--- src/rtl/thermal_policy_pkg.sv ---
package thermal_policy_pkg;

  typedef enum logic [1:0] {
    ST_WARMUP      = 2'd0,
    ST_REDUNDANT   = 2'd1,
    ST_SINGLE_WAIT = 2'd2,
    ST_SINGLE_DVS  = 2'd3
  } policyState_t;

  // Strobes from control to datapath, one set per cycle
  typedef struct packed {
    logic incWarm;   // advance warmup reading counter
    logic clrViol;   // zero the consecutive-violation counter
    logic incViol;   // bump the consecutive-violation counter (saturating)
    logic latchReq;  // emit the scaling-factor latch pulse next cycle
  } ctlStrobe_t;

endpackage

--- src/rtl/thermal_policy_dp.sv ---
module thermal_policy_dp
  import thermal_policy_pkg::*;
#(
  parameter int TEMP_W           = 8,
  parameter int CNT_W            = 4,
  parameter int WARMUP_SAMPLES   = 4,
  parameter int ESCALATE_SAMPLES = 3
) (
  input  logic              clk,
  input  logic              rstN,
  input  logic [TEMP_W-1:0] maxTemp,
  input  logic [TEMP_W-1:0] threshold,
  input  ctlStrobe_t        ctl,
  output logic              hot,
  output logic              warmLast,
  output logic              escalateNext,
  output logic [CNT_W-1:0]  violationCount,
  output logic              scaleLatch
);

  localparam int WARM_W = (WARMUP_SAMPLES < 2) ? 1 : $clog2(WARMUP_SAMPLES + 1);
  localparam logic [WARM_W-1:0] WARM_LAST = WARM_W'(WARMUP_SAMPLES - 1);
  localparam logic [CNT_W-1:0]  ESC_LAST  = CNT_W'(ESCALATE_SAMPLES - 1);
  localparam logic [CNT_W-1:0]  CNT_MAX   = {CNT_W{1'b1}};

  logic [WARM_W-1:0] warmCnt;
  logic [CNT_W-1:0]  violCnt;

  // Strictly greater: equality is not a violation
  assign hot          = maxTemp > threshold;
  assign warmLast     = warmCnt == WARM_LAST;
  assign escalateNext = violCnt == ESC_LAST;

  always_ff @(posedge clk or negedge rstN) begin
    if (!rstN) begin
      warmCnt <= '0;
    end else if (ctl.incWarm) begin
      warmCnt <= warmCnt + 1'b1;
    end
  end

  always_ff @(posedge clk or negedge rstN) begin
    if (!rstN) begin
      violCnt <= '0;
    end else if (ctl.clrViol) begin
      violCnt <= '0;
    end else if (ctl.incViol && violCnt != CNT_MAX) begin
      violCnt <= violCnt + 1'b1;
    end
  end

  always_ff @(posedge clk or negedge rstN) begin
    if (!rstN) begin
      scaleLatch <= 1'b0;
    end else begin
      scaleLatch <= ctl.latchReq;
    end
  end

  assign violationCount = violCnt;

endmodule

--- src/rtl/thermal_policy_ctl.sv ---
module thermal_policy_ctl
  import thermal_policy_pkg::*;
(
  input  logic       clk,
  input  logic       rstN,
  input  logic       sampleValid,
  input  logic       hot,
  input  logic       warmLast,
  input  logic       escalateNext,
  output ctlStrobe_t ctl,
  output logic       redundantEn,
  output logic       scaleEngage
);

  policyState_t state, stateNext;

  always_comb begin
    stateNext = state;
    ctl       = '0;
    if (sampleValid) begin
      unique case (state)
        ST_WARMUP: begin
          if (warmLast) stateNext = ST_REDUNDANT;
          else          ctl.incWarm = 1'b1;
        end
        ST_REDUNDANT: begin
          if (hot) begin
            stateNext   = ST_SINGLE_WAIT;
            ctl.incViol = 1'b1;
          end else begin
            ctl.clrViol = 1'b1;
          end
        end
        ST_SINGLE_WAIT: begin
          if (hot) begin
            ctl.incViol = 1'b1;
            if (escalateNext) begin
              stateNext    = ST_SINGLE_DVS;
              ctl.latchReq = 1'b1;
            end
          end else begin
            stateNext   = ST_REDUNDANT;
            ctl.clrViol = 1'b1;
          end
        end
        ST_SINGLE_DVS: begin
          if (hot) begin
            ctl.incViol = 1'b1;
          end else begin
            stateNext   = ST_REDUNDANT;
            ctl.clrViol = 1'b1;
          end
        end
        default: stateNext = ST_WARMUP;
      endcase
    end
  end

  always_ff @(posedge clk or negedge rstN) begin
    if (!rstN) state <= ST_WARMUP;
    else       state <= stateNext;
  end

  assign redundantEn = (state == ST_WARMUP) || (state == ST_REDUNDANT);
  assign scaleEngage = state == ST_SINGLE_DVS;

endmodule

--- src/rtl/hybrid_thermal_policy.sv ---
module hybrid_thermal_policy
  import thermal_policy_pkg::*;
#(
  parameter int TEMP_W           = 8,
  parameter int CNT_W            = 4,
  parameter int WARMUP_SAMPLES   = 4,
  parameter int ESCALATE_SAMPLES = 3
) (
  input  logic              clk,
  input  logic              rstN,
  input  logic              sampleValid,
  input  logic [TEMP_W-1:0] maxTemp,
  input  logic [TEMP_W-1:0] threshold,
  output logic              redundantEn,
  output logic              scaleEngage,
  output logic              scaleLatch,
  output logic [CNT_W-1:0]  violationCount
);

  ctlStrobe_t ctl;
  logic       hot;
  logic       warmLast;
  logic       escalateNext;

  thermal_policy_ctl u_ctl (
    .clk          (clk),
    .rstN         (rstN),
    .sampleValid  (sampleValid),
    .hot          (hot),
    .warmLast     (warmLast),
    .escalateNext (escalateNext),
    .ctl          (ctl),
    .redundantEn  (redundantEn),
    .scaleEngage  (scaleEngage)
  );

  thermal_policy_dp #(
    .TEMP_W           (TEMP_W),
    .CNT_W            (CNT_W),
    .WARMUP_SAMPLES   (WARMUP_SAMPLES),
    .ESCALATE_SAMPLES (ESCALATE_SAMPLES)
  ) u_dp (
    .clk            (clk),
    .rstN           (rstN),
    .maxTemp        (maxTemp),
    .threshold      (threshold),
    .ctl            (ctl),
    .hot            (hot),
    .warmLast       (warmLast),
    .escalateNext   (escalateNext),
    .violationCount (violationCount),
    .scaleLatch     (scaleLatch)
  );

endmodule

--- config.mk ---
export PLATFORM = sky130hd
export DESIGN_NAME = hybrid_thermal_policy
export DESIGN_NICKNAME = d
export VERILOG_FILES = /design/src/rtl/thermal_policy_pkg.sv /design/src/rtl/thermal_policy_dp.sv /design/src/rtl/thermal_policy_ctl.sv /design/src/rtl/hybrid_thermal_policy.sv
export SDC_FILE = /design/constraint.sdc
export NUM_CORES = 1
export LEC_CHECK = 0
export CAP_MARGIN = 30
export CORE_MARGIN = 2
export CORE_UTILIZATION = 51
export CTS_BUF_LIST = sky130_fd_sc_hd__clkbuf_8
export DETAILED_ROUTE_END_ITERATION = 16
export PLACE_DENSITY = 0.93
export RECOVER_POWER = 25
export SETUP_SLACK_MARGIN = 0.02
export SLEW_MARGIN = 25
export SYNTH_ARGS = -nofsm -noshare
export SYNTH_HDL_FRONTEND = slang
export SYNTH_SLANG_ARGS = --single-unit
--- constraint.sdc ---
create_clock -name clk -period 2.8 [get_ports clk]
set_clock_uncertainty 0.05 [all_clocks]
set_input_delay 0.56 -clock clk [delete_from_list [all_inputs] [get_ports clk]]
set_output_delay 0.56 -clock clk [all_outputs]
set_load 0.03 [all_outputs]
==> impl_metrics.sql <==
INSERT INTO impl_metrics (metric_group, metric, value, unit) VALUES
('status', 'run_status', 'finished, final reports clean', ''),
('global_route', 'grt_first_pass_wirelength', '3150', 'um'),
('worst_setup_path', 'setup.worst_path.start_class', 'primary input', ''),
('power', 'netSwitchingFraction', '41.8', '%'),
('cells_and_area', 'utilization_of_the_core_after_routing', '74.9', '%'),
('worst_setup_path', 'endpoint_kind', 'register', ''),
('synth', 'part_of_the_yosys_area_used_for_sequential_elements', '31.0', '%'),
('cells_and_area', 'finalInstanceArea', '1110', 'um2'),
('synth', 'synth.distinct_cells', '29', ''),
('detailed_routing', 'avg_wl_per_cell', '13.8', 'um'),
('timing', 'min_period', '2540', 'ps'),
('placed_design', 'detailed_place.area', '1070', 'um2'),
('global_route', 'grtUsageTotal', '22.4', '%'),
('power', 'p_clk_share', '17.4', '%'),
('synth', 'synth.cell_area', '808', 'um2'),
('detailed_routing', 'drtIter0Drc', '9', ''),
('detailed_routing', 'route.final.wire_length', '1770', 'um'),
('synth', 'yosys.area.top_type', 'dfrtp_1', ''),
('cells_and_area', 'regArea', '250', 'um2'),
('global_route', 'grt_antenna_before_repair', '0', ''),
('cts', 'post_cts_hold_buffer_count', '0', ''),
('power', 'power_leakage', '0.528', 'nW'),
('detailed_routing', 'route.detailed.drc', '0', ''),
('cts', 'cts_tree', 'built', ''),
('cts', 'cts_setup_buffers', '0', ''),
('timing', 'finalHoldViolations', '0', ''),
('worst_setup_path', 'worst-setup-path-type', 'primary input to register', ''),
('timing', 'final_slew_violations', '0', ''),
('cells_and_area', 'antenna_cells', '0', ''),
('power', 'power.share.sequential', '28.3', '%'),
('synth', 'ffs_w_async_s_r_synth', '100', '%'),
('power', 'ir_drop', '613', 'uV'),
('cts', 'max-clock-path-buffers', '2', ''),
('worst_setup_path', 'worst-endpoint-required', '2910', 'ps'),
('timing', 'relSlewSlack', '61.5', '%'),
('power', 'psw', '364', 'uW'),
('synth', 'synth_top_flop_cell', 'dfrtp_1', ''),
('die', 'die_h', '43.8', 'um'),
('placed_design', 'place.detailed.hpwl', '1320', 'um'),
('worst_setup_path', 'cp_data_arrival_time', '2650', 'ps'),
('placed_design', 'place.port_buffers', '25', ''),
('detailed_routing', 'first_pass_iters', '4', ''),
('cts', 'ctsHtreeMaxLevel', '1', ''),
('timing', 'setup_viol', '0', ''),
('synth', 'syn_area_per_cell', '9.51', 'um2'),
('die', 'floorplan.initialDensity', '54.3', '%'),
('global_route', 'via_count_of_the_first_global_routing_pass', '793', ''),
('timing', 'timing.final.crit_share', '90.7', '%'),
('cells_and_area', 'synthToLayoutAreaGrowth', '37.9', '%'),
('cts', 'cts-resized-gates', '0', ''),
('global_route', 'grt_start_max_net_pins', '11', ''),
('die', 'row_count', '14', ''),
('job', 'max_cap_viol_count', '0', ''),
('detailed_routing', 'via_count', '712', ''),
('cts', 'tritoncts_num_sinks', '10', ''),
('timing', 'worst_slew_pin_slew', '568', 'ps'),
('detailed_routing', 'ant_nets', '0', ''),
('synth', 'yosysTopAreaCellShare', '31.0', '%'),
('cells_and_area', 'final_net_count', '150', ''),
('cts', 'clkLatencyLatePin', '240', 'ps'),
('synth', 'yosys-top-cells-area', 'dfrtp_1, ha_1, inv_1', ''),
('timing', 'grt_setup_unrepaired', 'no', ''),
('worst_setup_path', 'crit_path_max_fanout', '6', ''),
('cts', 'cts_buffers', '3', ''),
('cells_and_area', 'fillCellCount', '113', ''),
('detailed_routing', 'dr_vias_cell', '5.56', ''),
('synth', 'edff_count_synth', '0', ''),
('power', 'power-per-cell-area', '782', 'nW/um2'),
('synth', 'syn-instance-count', '85', ''),
('cts', 'cts.reportedPaths.clkPinSlew', '50', 'ps'),
('die', 'die_area', '1920', 'um2'),
('synth', 'count_of_synthesis_stage_warnings_from_yosys', '0', ''),
('placed_design', 'routabilityCongestion', '0.776', ''),
('power', 'share_comb_of_total_power', '54.3', '%'),
('die', 'core_region_area', '1490', 'um2'),
('die', 'die_width', '43.8', 'um'),
('global_route', 'globalRouteOverflowTotal', '0', ''),
('power', 'cell_internal_pwr', '507', 'uW'),
('timing', 'max_freq', '394', 'MHz'),
('worst_hold_path', 'min_path_type', 'register to register', ''),
('cells_and_area', 'drive_above_1_share', '5.36', '%'),
('cells_and_area', 'multi_input_comb_area', '500', 'um2'),
('die', 'ios', '26', ''),
('synth', 'synthesis.nets', '121', ''),
('synth', 'ys_ff_latch', '10', ''),
('cts', 'cts.root.buffer_cell', 'clkbuf_8', ''),
('timing', 'setup_total_negative_slack', '0', 'ps');
## registers in the layout, summed over array words and instances, names as in the netlist
| signal | cells |
|---|---|
| u_dp.warmCnt | 3 |
| u_ctl.state | 2 |
| u_dp.violationCount | 4 |
| u_dp.scaleLatch | 1 |
## cells in the mapped netlist, types with 2 or more instances
library cell,number
ha_1,17
inv_1,14
dfrtp_1,10
mux2i_1,4
o21ai_0,4
a21oi_1,3
nand2_1,3
nand3_1,3
nor2_1,3
a211oi_1,2
a31oi_1,2
nand4_1,2
o21ai_1,2
## per-layer routing
layer	up-vias	global-route usage [%]	wire length [um]
met5	-	0	0
met4	0	10.3	36
met3	6	6.67	92
met2	19	41.5	969
met1	330	22.5	673
li1	357	-	-
## logic make-up (layout without fill, tap and decap cells)
group                      count (synthesis)  count (layout)  synth area share, %
DFF                                       10              10                 31.0
AOI/OAI and AO/OA                         20              20                 17.3
muxes                                      5               5                 6.35
adders and majority gates                 17              17                 26.3
xor gates and xnor gates                   1               1                 1.08
and+or+nand+nor                           17              17                 10.8
buffers and inverters                     15              42                 7.12
## power by group through the flow
stage,Combinational (mW),Clock [mW],Sequential [mW]
2_1_floorplan,0.289,0,0.270
3_3_place_gp,0.444,0,0.243
3_5_place_dp,0.463,0,0.246
4_1_cts,0.479,0.149,0.247
5_1_grt,0.521,0.158,0.257
6_report,0.473,0.152,0.247
## worst paths after layout
check | start | end | slack (ps) | cells after the start
setup / recovery | threshold[7] | u_ctl.state[1] | 260 | 9
hold / removal | u_dp.warmCnt[2] | u_dp.warmCnt[2] | 440 | 2
setup reg to reg | u_ctl.state[1] | u_dp.violationCount[1] | 710 | 7
hold reg to reg | u_dp.warmCnt[2] | u_dp.warmCnt[2] | 440 | 2
max in group asynchronous | rstN | u_dp.warmCnt[0] | 1710 | 1
min in group asynchronous | rstN | u_dp.violationCount[2] | 660 | 1
## through the flow
stage	power, mW	hold slack, ps	worst slack, ps	instances
global placement	0.687	415	148	125
finish	0.872	441	261	128
global route	0.936	462	100	128
detailed placement	0.708	422	0.379	125
floorplan	0.558	214	640	85
CTS	0.875	440	265	128
## placed cells by master (no fill, tap or decap), types with 3 or more instances in the layout
cell | netlist | final
clkbuf_8 | 0 | 3
nor2_1 | 3 | 3
o21ai_0 | 4 | 4
nand2_1 | 3 | 3
clkdlybuf4s50_1 | 0 | 24
nand3_1 | 3 | 3
dfrtp_1 | 10 | 10
inv_1 | 14 | 14
mux2i_1 | 4 | 4
ha_1 | 17 | 17
a21oi_1 | 3 | 3
## worst max-delay path, stage by stage
cell	delay [ps]
clkdlybuf4s50_1	460
inv_1	40
ha_1	310
nand4_1	130
nor2_1	170
a21oi_1	100
or2_1	350
o31ai_4	290
mux2i_1	240
## layout make-up
cell class | count | share of cell area (%)
flip-flops and latches | 10 | 22.4
repair buffers | 25 | 22.4
clock buffers | 3 | 3.70
multi-input cells | 60 | 44.9
well taps | 16 | 1.80
inverters | 14 | 4.71
No activity file was read; power rests on OpenSTA's default activity.
